[config.mk]
export PLATFORM = sky130hd
export DESIGN_NAME = dsrx_char_receiver
export DESIGN_NICKNAME = d
export VERILOG_FILES = /design/src/rtl/dsrx_pkg.sv /design/src/rtl/dsrx_line_sampler.sv /design/src/rtl/dsrx_char_framer.sv /design/src/rtl/dsrx_char_decoder.sv /design/src/rtl/dsrx_char_receiver.sv
export SDC_FILE = /design/constraint.sdc
export NUM_CORES = 1
export LEC_CHECK = 0
export BUFFER_PORTS_ARGS = -buffer_cell sky130_fd_sc_hd__buf_4
export CORE_ASPECT_RATIO = 0.75
export CORE_MARGIN = 2
export CORE_UTILIZATION = 25
export DETAILED_ROUTE_END_ITERATION = 12
export GPL_TIMING_DRIVEN = 0
export PLACE_DENSITY = 0.52
export SLEW_MARGIN = 15
export SYNTH_ARGS = -nofsm -noshare
export SYNTH_HDL_FRONTEND = slang
export SYNTH_SLANG_ARGS = --single-unit
[constraint.sdc]
create_clock -name clk -period 2.3 [get_ports clk]
set_clock_uncertainty 0.2 [all_clocks]
set_input_delay 0.23 -clock clk [delete_from_list [all_inputs] [get_ports clk]]
set_output_delay 0.23 -clock clk [all_outputs]
set_load 0.02 [all_outputs]
[src/rtl/dsrx_pkg.sv]
package dsrx_pkg;

    typedef enum logic [2:0] {
        K_DATA = 3'd0,
        K_FCT  = 3'd1,
        K_EOP  = 3'd2,
        K_EEP  = 3'd3,
        K_NULL = 3'd4,
        K_TIME = 3'd5
    } kind_e;

    localparam logic [1:0] C_FCT = 2'd0;
    localparam logic [1:0] C_EOP = 2'd1;
    localparam logic [1:0] C_EEP = 2'd2;
    localparam logic [1:0] C_ESC = 2'd3;

    localparam int DATA_BITS = 8;
    localparam int CTRL_BITS = 2;

    typedef struct packed {
        logic                 is_ctrl;
        logic [DATA_BITS-1:0] payload;
        logic                 par_err;
    } rx_char_t;

endpackage

[src/rtl/dsrx_line_sampler.sv]
module dsrx_line_sampler #(
    parameter int TMO_W = 10
) (
    input  logic             clk,
    input  logic             rst_n,
    input  logic             rx_d,
    input  logic             rx_s,
    input  logic [TMO_W-1:0] timeout_cycles,
    output logic             bit_stb,
    output logic             bit_val,
    output logic             disc
);

    logic [1:0]       d_sync;
    logic [1:0]       s_sync;
    logic             x_q;
    logic             armed_q;
    logic [TMO_W-1:0] quiet_q;

    // two-stage synchronisers, then edge detection on the XOR
    always_ff @(posedge clk or negedge rst_n) begin
        if (!rst_n) begin
            d_sync <= '0;
            s_sync <= '0;
            x_q    <= 1'b0;
        end else begin
            d_sync <= {d_sync[0], rx_d};
            s_sync <= {s_sync[0], rx_s};
            x_q    <= d_sync[1] ^ s_sync[1];
        end
    end

    assign bit_stb = (d_sync[1] ^ s_sync[1]) != x_q;
    assign bit_val = d_sync[1];

    // quiet-time counter, armed by the first edge
    always_ff @(posedge clk or negedge rst_n) begin
        if (!rst_n) begin
            armed_q <= 1'b0;
            quiet_q <= '0;
            disc    <= 1'b0;
        end else begin
            disc <= 1'b0;
            if (bit_stb) begin
                armed_q <= 1'b1;
                quiet_q <= '0;
            end else if (armed_q) begin
                if (quiet_q >= timeout_cycles) begin
                    disc    <= 1'b1;
                    armed_q <= 1'b0;
                    quiet_q <= '0;
                end else begin
                    quiet_q <= quiet_q + 1'b1;
                end
            end
        end
    end

    p_disc_quiet_r7: assert property (@(posedge clk) disable iff (!rst_n)
        disc |-> !$past(bit_stb));

    p_disc_pulse_r7: assert property (@(posedge clk) disable iff (!rst_n)
        disc |=> !disc);

endmodule

[src/rtl/dsrx_char_framer.sv]
module dsrx_char_framer
    import dsrx_pkg::*;
(
    input  logic     clk,
    input  logic     rst_n,
    input  logic     bit_stb,
    input  logic     bit_val,
    input  logic     disc,
    output logic     char_stb,
    output rx_char_t char_q
);

    typedef enum logic [1:0] {FR_PAR, FR_FLAG, FR_BODY} fr_state_e;

    localparam logic [3:0] LAST_DATA = 4'(DATA_BITS - 1);
    localparam logic [3:0] LAST_CTRL = 4'(CTRL_BITS - 1);

    fr_state_e            st_q, st_d;
    logic [3:0]           cnt_q;
    logic [DATA_BITS-1:0] sh_q;
    logic                 ctl_q, pbit_q, pok_q, prev_q, first_q;

    logic [3:0]           last_idx;
    logic [DATA_BITS-1:0] sh_nx;
    logic [DATA_BITS-1:0] pay_nx;

    assign last_idx = ctl_q ? LAST_CTRL : LAST_DATA;
    assign sh_nx    = {bit_val, sh_q[DATA_BITS-1:1]};
    assign pay_nx   = ctl_q ? {{(DATA_BITS-CTRL_BITS){1'b0}}, sh_nx[DATA_BITS-1 -: CTRL_BITS]}
                            : sh_nx;

    always_ff @(posedge clk or negedge rst_n) begin
        if (!rst_n)     st_q <= FR_PAR;
        else if (disc)  st_q <= FR_PAR;
        else            st_q <= st_d;
    end

    always_comb begin
        st_d = st_q;
        if (bit_stb) begin
            unique case (st_q)
                FR_PAR:  st_d = FR_FLAG;
                FR_FLAG: st_d = FR_BODY;
                FR_BODY: if (cnt_q == last_idx) st_d = FR_PAR;
                default: st_d = FR_PAR;
            endcase
        end
    end

    always_ff @(posedge clk or negedge rst_n) begin
        if (!rst_n) begin
            cnt_q    <= '0;
            sh_q     <= '0;
            ctl_q    <= 1'b0;
            pbit_q   <= 1'b0;
            pok_q    <= 1'b0;
            prev_q   <= 1'b0;
            first_q  <= 1'b1;
            char_stb <= 1'b0;
            char_q   <= '0;
        end else begin
            char_stb <= 1'b0;
            if (disc) begin
                cnt_q   <= '0;
                first_q <= 1'b1;
            end else if (bit_stb) begin
                unique case (st_q)
                    FR_PAR: pbit_q <= bit_val;
                    FR_FLAG: begin
                        ctl_q <= bit_val;
                        pok_q <= prev_q ^ pbit_q ^ bit_val;
                        cnt_q <= '0;
                    end
                    FR_BODY: begin
                        sh_q  <= sh_nx;
                        cnt_q <= cnt_q + 1'b1;
                        if (cnt_q == last_idx) begin
                            char_stb       <= 1'b1;
                            char_q.is_ctrl <= ctl_q;
                            char_q.payload <= pay_nx;
                            char_q.par_err <= !first_q && !pok_q;
                            prev_q         <= ^pay_nx;
                            first_q        <= 1'b0;
                        end
                    end
                    default: ;
                endcase
            end
        end
    end

    // a character spans at least four bits, so strobes never touch
    p_stb_gap_r2: assert property (@(posedge clk) disable iff (!rst_n)
        char_stb |=> !char_stb);

    p_first_exempt_r3: assert property (@(posedge clk) disable iff (!rst_n)
        $past(disc) |-> !(char_stb && char_q.par_err));

endmodule

[src/rtl/dsrx_char_decoder.sv]
module dsrx_char_decoder
    import dsrx_pkg::*;
(
    input  logic       clk,
    input  logic       rst_n,
    input  logic       char_stb,
    input  rx_char_t   char_in,
    input  logic       disc,
    output logic       out_valid,
    output logic [2:0] out_kind,
    output logic [7:0] out_data,
    output logic       got_null,
    output logic       err_parity,
    output logic       err_escape
);

    typedef enum logic {DC_PLAIN, DC_ESC} dc_state_e;

    dc_state_e st_q, st_d;
    logic      e_valid, e_perr, e_eerr;
    kind_e     e_kind;
    logic [7:0] e_data;

    always_ff @(posedge clk or negedge rst_n) begin
        if (!rst_n)     st_q <= DC_PLAIN;
        else if (disc)  st_q <= DC_PLAIN;
        else            st_q <= st_d;
    end

    always_comb begin
        st_d    = st_q;
        e_valid = 1'b0;
        e_perr  = 1'b0;
        e_eerr  = 1'b0;
        e_kind  = K_DATA;
        e_data  = char_in.payload;
        if (char_stb) begin
            if (char_in.par_err) begin
                e_perr = 1'b1;
                st_d   = DC_PLAIN;
            end else begin
                unique case (st_q)
                    DC_PLAIN: begin
                        if (!char_in.is_ctrl) begin
                            e_valid = 1'b1;
                            e_kind  = K_DATA;
                        end else begin
                            unique case (char_in.payload[1:0])
                                C_ESC: st_d = DC_ESC;
                                C_FCT: begin e_valid = 1'b1; e_kind = K_FCT; end
                                C_EOP: begin e_valid = 1'b1; e_kind = K_EOP; end
                                C_EEP: begin e_valid = 1'b1; e_kind = K_EEP; end
                                default: ;
                            endcase
                        end
                    end
                    DC_ESC: begin
                        st_d = DC_PLAIN;
                        if (!char_in.is_ctrl) begin
                            e_valid = 1'b1;
                            e_kind  = K_TIME;
                        end else if (char_in.payload[1:0] == C_FCT) begin
                            e_valid = 1'b1;
                            e_kind  = K_NULL;
                        end else begin
                            e_eerr = 1'b1;
                        end
                    end
                    default: st_d = DC_PLAIN;
                endcase
            end
        end
    end

    always_ff @(posedge clk or negedge rst_n) begin
        if (!rst_n) begin
            out_valid  <= 1'b0;
            out_kind   <= K_DATA;
            out_data   <= '0;
            got_null   <= 1'b0;
            err_parity <= 1'b0;
            err_escape <= 1'b0;
        end else if (disc) begin
            out_valid  <= 1'b0;
            got_null   <= 1'b0;
            err_parity <= 1'b0;
            err_escape <= 1'b0;
        end else begin
            out_valid  <= e_valid && (got_null || e_kind == K_NULL);
            err_parity <= e_perr && got_null;
            err_escape <= e_eerr && got_null;
            if (e_valid && e_kind == K_NULL) got_null <= 1'b1;
            if (e_valid) begin
                out_kind <= e_kind;
                out_data <= e_data;
            end
        end
    end

    p_valid_gated_r6: assert property (@(posedge clk) disable iff (!rst_n)
        out_valid |-> got_null);

    p_null_sets_r6: assert property (@(posedge clk) disable iff (!rst_n)
        $rose(got_null) |-> (out_valid && out_kind == K_NULL));

    p_err_excl_r5: assert property (@(posedge clk) disable iff (!rst_n)
        (err_escape || err_parity) |-> !out_valid);

    p_single_err_r10: assert property (@(posedge clk) disable iff (!rst_n)
        err_parity |-> !err_escape);

endmodule

[src/rtl/dsrx_char_receiver.sv]
module dsrx_char_receiver
    import dsrx_pkg::*;
#(
    parameter int TMO_W = 10
) (
    input  logic             clk,
    input  logic             rst_n,
    input  logic             rx_d,
    input  logic             rx_s,
    input  logic [TMO_W-1:0] timeout_cycles,
    output logic             out_valid,
    output logic [2:0]       out_kind,
    output logic [7:0]       out_data,
    output logic             got_null,
    output logic             err_parity,
    output logic             err_escape,
    output logic             err_disconnect
);

    logic     bit_stb, bit_val, disc;
    logic     char_stb;
    rx_char_t char_q;

    dsrx_line_sampler #(.TMO_W(TMO_W)) u_sampler (
        .clk            (clk),
        .rst_n          (rst_n),
        .rx_d           (rx_d),
        .rx_s           (rx_s),
        .timeout_cycles (timeout_cycles),
        .bit_stb        (bit_stb),
        .bit_val        (bit_val),
        .disc           (disc)
    );

    dsrx_char_framer u_framer (
        .clk      (clk),
        .rst_n    (rst_n),
        .bit_stb  (bit_stb),
        .bit_val  (bit_val),
        .disc     (disc),
        .char_stb (char_stb),
        .char_q   (char_q)
    );

    dsrx_char_decoder u_decoder (
        .clk        (clk),
        .rst_n      (rst_n),
        .char_stb   (char_stb),
        .char_in    (char_q),
        .disc       (disc),
        .out_valid  (out_valid),
        .out_kind   (out_kind),
        .out_data   (out_data),
        .got_null   (got_null),
        .err_parity (err_parity),
        .err_escape (err_escape)
    );

    assign err_disconnect = disc;

    p_disc_drop_r7: assert property (@(posedge clk) disable iff (!rst_n)
        err_disconnect |=> !got_null);

endmodule

==> summary.txt, run 1 <==
Final layout
  – Commonest cells after routing, fill and taps aside: dfrtp_1, buf_4, inv_1
  – Share of cells above drive strength 1: 0.246
  – Fin util: 0.324
  – Layout area overhead: 25.4%
  – Finished Layout Cells: 519
  – Layout Nets: 378
  – Commonest non-fill, non-tap cell in the layout: dfrtp_1
  – Diodes inserted: 0
  – FILL cells: 1260

Yosys
  – Syn Area/Cell: approximately 11 sq um
  – Cells after Synth: 304
  – Predominant post-synthesis flop cell: dfrtp_1
  – Yosys cell types: 46
  – Synth Cell Area: 3200 sq um
  – Synth warn: 0
  – Post-synth top area cell: dfrtp_1
  – FFs w/ async S/R, synth: 1.00
  – Largest cells by area after synthesis: dfrtp_1, mux2_2, ha_1
  – Area fraction of the dominant cell type after synthesis: 0.477
  – Mapped Nets: 334
  – Flops & latches, synth: 62
  – Seq/Total Area, Yosys: 0.485
  – Number of synthesized flops with an enable pin: 0

Power
  – Leakage power: 0.00190 uW
  – Pwr Density: 1100 nW/um^2
  – Seq pwr share: 0.381
  – Net switching power: roughly 1400 uW
  – Clock share of power: 0.312
  – VDD IR-drop max: 322 uV
  – Sw frac: 0.310
  – Pwr Total: 4400 uW
  – Comb pwr share: 0.306
  – P_int: 3040 uW

Clock tree
  – Clk slew on worst S/H paths: 50 ps
  – H-tree depth: 3
  – CTS sink count: 62
  – Root buf cell: clkbuf_16
  – CTS tree: built
  – Num CTS Buffers: 9
  – Worst-skew pair later-pin latency: 320 ps
  – Clock Path Buffers: 2

Worst setup path
  – Required @ worst endpoint: 2310 ps
  – FF-to-FF path depth: 6
  – Worst R2R Setup Slack: 110 ps
  – Kind of critical path: flip-flop to flip-flop
  – Reg2reg start: u_sampler.quiet_q[3]
  – Startpoint class of the critical path: flip-flop
  – Reg2reg end: u_sampler.quiet_q[3]
  – Crit path capture type: flip-flop
  – Crit path DAT: 2200 ps
  – Peak fanout along the critical path: 6

Min path
  – Hold path start: u_sampler.d_sync[0]
  – Hold Crit Depth: 0
  – Worst Hold End: u_sampler.d_sync[1]
  – Hold WC Path Type: flip-flop to flip-flop

STA
  – Final hold violations: 0
  – Rel. slew slack: 0.469
  – RSZ-0062 raised after global routing: no
  – Final period utilization: 0.953
  – Final setup vio count: 0
  – Fmax achieved: 0.456 GHz
  – Slew Viols, Final: 0
  – Worst Tran Pin Value: 797 ps
  – Setup TNS: 0 ps
  – Crit path time final: 2190 ps

Routing
  – Final WL: 6250 microns
  – Avg WL per Cell: approximately 12 microns
  – Drt pass-1 iters: 4
  – Routed vias/inst: roughly 4.4
  – Initial DRC count: 67
  – Via count: between 2000 and 2500
  – DRC errors left: 0
  – Final ANT Viol Nets: 0

Floorplan
  – Site row count: 35
  – Die H: 102 microns
  – Die ar.: 13700 sq um
  – Die width: 135 microns
  – Core ar.: 12400 sq um
  – Initial Util: 0.258
  – Io pins: 30

Global route
  – First-pass GRT wire length: 11100 microns
  – Largest net degree at the start of global routing: 63
  – Vias in the first global route: ~2400
  – Antenna violations before repair: 0
  – GR Overflow Total: 0
  – All-Layer GR Usage: 0.101

Outcome
  – Outcome: finished, final reports clean

Place
  – IO Port Bufs: 29
  – Placed Instances: between 400 and 500
  – DP Wirelength: 4300 microns
  – RD Place Congestion: 0.774

Flow run
  – Max-Cap Viols: 0
## through the flow
stage | instance area (sq um) | hold WS [ps] | worst slack (ps)
2_1_floorplan | 3200 | -266 | 147
3_3_place_gp | 3620 | 139 | -125
3_5_place_dp | 3620 | 135 | -144
4_1_cts | 3970 | 146 | 2.86
5_1_grt | 4010 | 162 | 5.49
6_report | 4010 | 145 | 108
## worst max-delay path, cell delays in order (launching register included)
cell and delay, ps:
dfrtp_1 420, ha_1 310, a21o_1 180, a21oi_1 180
o221ai_2 140, a21o_2 270, a2111oi_2 370
## sequential cells by signal, summed over array words and instances (netlist names), 2 cells and up
name,flops
u_decoder.out_data,8
u_decoder.out_kind,3
u_framer.char_q,10
u_framer.cnt_q,4
u_framer.sh_q,7
u_framer.st_q,2
u_sampler.d_sync,2
u_sampler.quiet_q,10
u_sampler.s_sync,2
## timing repair
action | in CTS | in global routing
hold buffers | 3 | 0
endpoints found under the hold margin | 63 | 0
gates cloned | 0 | 1
resized for setup | 4 | 6
buffers inserted | 0 | 1
pin swaps | 0 | 1
setup endpoints to repair | 2 | 13
## area by class of cell
| type | count | area (sq um) | share of cell area |
|---|---|---|---|
| buffer | 13 | 72.6 | 0.0181 |
| clock inverter | 3 | 42.5 | 0.0106 |
| tap | 166 | 208 | 0.0518 |
| sequential | 62 | 1550 | 0.387 |
| inverter | 29 | 109 | 0.0271 |
| clock buffer | 13 | 270 | 0.0674 |
| timing repair buffer | 33 | 255 | 0.0636 |
| multi-input combinational | 200 | 1500 | 0.374 |
## Yosys cell counts (all sizes together), types with 6 or more instances
library cell,instances
and3,6
mux2i,6
buf,6
dfrtp,61
o21ai,25
ha,16
nand3,16
mux2,23
nor2,23
inv,29
clkbuf,8
nand2b,6
nand3b,7
nand2,17
a21oi,12
## kinds of logic after synthesis
logic type,count (synthesis),share of synthesized area
muxes,29,0.0997
buffers and inverters,43,0.0571
adders and majority gates,16,0.0626
and+or+nand+nor,86,0.139
AOI/OAI and AO/OA,58,0.111
xor gates and xnor gates,10,0.0454
DFF,62,0.485
## power by group through the flow
stage	clock, uW	combinational [uW]	sequential (uW)
floorplan	0	980	1680
global placement	0	1320	1680
detailed placement	0	1320	1700
CTS	1410	1340	1680
global route	1470	1540	1740
finish	1380	1350	1680
## layer usage
metal | vias to the layer above | wire length [microns] | track usage | share of wire
li1 | 1149 | - | - | -
met1 | 1127 | 3210 | 0.135 | 0.51
met2 | 26 | 2820 | 0.153 | 0.45
met3 | 5 | 148 | 0.0293 | 0.024
met4 | 0 | 75 | 0.0453 | 0.012
met5 | - | 0 | 0 | 0
## worst max-delay path by stage
stage | end | slack (ps) | depth (start not counted) | start
after floorplan | u_sampler.quiet_q[3] | 150 | 7 | u_sampler.quiet_q[3]
after global placement | u_sampler.quiet_q[4] | -130 | 8 | u_sampler.quiet_q[0]
after detailed placement | u_sampler.quiet_q[4] | -140 | 8 | u_sampler.quiet_q[0]
after CTS | u_sampler.quiet_q[4] | 3 | 7 | u_sampler.quiet_q[0]
after global routing | u_sampler.quiet_q[3] | 5 | 6 | u_sampler.quiet_q[3]
final | u_sampler.quiet_q[3] | 110 | 6 | u_sampler.quiet_q[3]
Power figures use the tool's default switching activity.
==> run 2, diff against run 1 <==
--- a/config.mk
+++ b/config.mk
@@ -11,7 +11,7 @@
 export CORE_UTILIZATION = 25
 export DETAILED_ROUTE_END_ITERATION = 12
 export GPL_TIMING_DRIVEN = 0
-export PLACE_DENSITY = 0.52
+export PLACE_DENSITY = 0.5
 export SLEW_MARGIN = 15
 export SYNTH_ARGS = -nofsm -noshare
 export SYNTH_HDL_FRONTEND = slang
==> constraint.sdc (replaced) <==
create_clock -name clk -period 2.7 [get_ports clk]
set_clock_uncertainty 0.2 [all_clocks]
set_input_delay 0.27 -clock clk [delete_from_list [all_inputs] [get_ports clk]]
set_output_delay 0.27 -clock clk [all_outputs]
set_load 0.02 [all_outputs]
==> summary.txt, run 2 (synthesized netlist as in run 1, its figures left out) <==
Power
  – Leakage power: 0.00188 uW (-0.82%)
  – Pwr Total: 3760 uW (-15%)
  – VDD IR-drop max: 272 uV (-15%)
  – Pwr Density: 946 nW/um^2 (-14%)

Final layout
  – Commonest cells after routing, fill and taps aside: dfrtp_1, buf_4, inv_1
  – Share of cells above drive strength 1: 0.230 (-0.0163)
  – Commonest non-fill, non-tap cell in the layout: dfrtp_1
  – Diodes inserted: 0 (unchanged)
  – Layout area overhead: 24.1%
  – Layout Nets: 377 (-0.26%)
  – Top flop regs: u_framer.char_q: 10 flops, u_sampler.quiet_q: 10 flops, u_decoder.out_data: 8 flops

Global route
  – Vias in the first global route: 2353 (-2.2%)
  – All-Layer GR Usage: 0.104 (+0.00314)
  – Met1 Track Usage GR: 0.141 (+0.00568)
  – Met3 Usage GRT: 0.0317 (+0.00248)
  – Antenna violations before repair: 0 (unchanged)
  – GR Overflow Total: 0 (unchanged)
  – First-pass GRT wire length: 11300 microns (+2.1%)
  – Most crowded layer after global routing: met2
  – Met2 capacity usage during global routing: 0.154 (+0.000781)
  – Largest net degree at the start of global routing: 63 (unchanged)

Routing
  – Routed vias/inst: 4.45 (about the same)
  – Final ANT Viol Nets: 0 (unchanged)
  – Initial DRC count: 134 (+100%)
  – Avg WL per Cell: 12.1 microns (+0.63%)
  – DRC errors left: 0 (unchanged)
  – Drt pass-1 iters: 4 (unchanged)
  – Via count: 2303 (-0.17%)
  – Final WL: 6280 microns (+0.43%)

STA
  – Fmax achieved: 0.409 GHz (-10%)
  – Final setup vio count: 0 (unchanged)
  – Crit path time final: 2440 ps (+250 ps)
  – Final hold violations: 0 (unchanged)
  – Setup TNS: 0 ps (unchanged)
  – Rel. slew slack: 0.475 (+0.00616)
  – Final period utilization: 0.905 (-0.0485)
  – RSZ-0062 raised after global routing: no
  – Slew Viols, Final: 0 (unchanged)
  – Worst Tran Pin Value: 787 ps (-9.25 ps)

Floorplan
  – Initial Util: 0.258 (unchanged)
  – Die ar.: 13700 sq um (unchanged)
  – Die H: 102 microns (unchanged)
  – Site row count: 35 (unchanged)
  – Core ar.: 12400 sq um (unchanged)
  – Io pins: 30 (unchanged)
  – Die width: 135 microns (unchanged)

Place
  – IO Port Bufs: 29 (unchanged)
  – DP Wirelength: 4350 microns (+1.3%)
  – RD Place Congestion: 0.769 (-0.65%)

Clock tree
  – CTS tree: built
  – Root buf cell: clkbuf_16
  – Worst-skew pair later-pin latency: 330 ps (about the same)
  – H-tree depth: 3 (unchanged)
  – CTS sink count: 62 (unchanged)
  – Clock Path Buffers: 2 (unchanged)
  – Clk slew on worst S/H paths: 50 ps (about the same)
  – Num CTS Buffers: 9 (unchanged)

Worst setup path
  – Required @ worst endpoint: 2700 ps (+390 ps)
  – Crit-path max cell delay: 470 ps (+50 ps)
  – Reg2reg end: u_sampler.quiet_q[4]
  – Worst path slowest cell: a2111oi_1
  – Buf+Inv Stages, Crit Path: 2 (+2)
  – Startpoint class of the critical path: flip-flop
  – Peak fanout along the critical path: 10 (+4)
  – Kind of critical path: flip-flop to flip-flop
  – Crit path capture type: flip-flop
  – FF-to-FF path depth: 8 (+2)
  – Reg2reg start: u_sampler.quiet_q[0]
  – CP Cell Sequence: inv_1 -> ha_1 -> nand2b_1 -> a21oi_1 -> o221ai_1 -> a21o_1 -> clkbuf_1 -> a2111oi_1
  – Crit path DAT: 2440 ps (+240 ps)
  – Worst R2R Setup Slack: 260 ps (+150 ps)
  – Top Family by Delay on Critical Path: compound AO/OA/AOI/OAI gates

Flow run
  – Max-Cap Viols: 0 (unchanged)

Min path
  – Hold WC Path Type: flip-flop to flip-flop
  – Worst Hold End: u_sampler.d_sync[1]
  – Hold Crit Depth: 0 (unchanged)
  – Hold path start: u_sampler.d_sync[0]

Outcome
  – Outcome: finished, final reports clean
-- run 2: worst max-delay path by stage --
stage,from,end,cells past startpoint
finish,u_sampler.quiet_q[0],u_sampler.quiet_q[4],8
floorplan,u_sampler.quiet_q[3],u_sampler.quiet_q[3],7
global route,u_sampler.quiet_q[0],u_sampler.quiet_q[3],8
detailed placement,u_sampler.quiet_q[0],u_sampler.quiet_q[4],8
global placement,u_sampler.quiet_q[0],u_sampler.quiet_q[3],8
CTS,u_sampler.quiet_q[0],u_sampler.quiet_q[4],8
-- run 2: stage by stage --
step	utilization	hold WS [ps]	instances	area (sq um)	worst slack, ps
2_1_floorplan	-	-226	304	3200	547
3_3_place_gp	0.292	139	499	3620	274
3_5_place_dp	0.292	139	499	3620	196
4_1_cts	0.320	151	518	3970	162
5_1_grt	0.320	162	518	3970	1.80
6_report	0.320	150	518	3970	257
-- run 2: layout make-up --
type                       count  area [sq um]
multi-input combinational    199          1470
sequential                    62          1550
inverter                      29           109
timing repair buffer          32           248
buffer                        14          73.8
clock buffer                  13           270
fill                        1270          8420
clock inverter                 3          42.5
tap                          166           208
-- run 2: power breakdown --
group | switching (uW) | leakage [uW] | internal (uW) | total (uW)
clock network | 390 | 0.000152 | 787 | 1180
registers | 234 | 0.000805 | 1190 | 1430
logic | 548 | 0.000928 | 604 | 1150
total | 1170 | 0.00188 | 2580 | 3760
-- run 2: per-layer routing --
metal	wire length [microns]	vias up
met1	3270	1129
met3	172	10
met4	125	0
met2	2710	25
li1	-	1139
met5	0	-
-- run 2: repair_timing --
item / 4_1_cts / 5_1_grt
setup buffers: 0 / 0
endpoints found under the hold margin: 63 / 0
hold buffers: 3 / 0
gates resized for setup: 0 / 1
setup endpoints to repair: 0 / 1
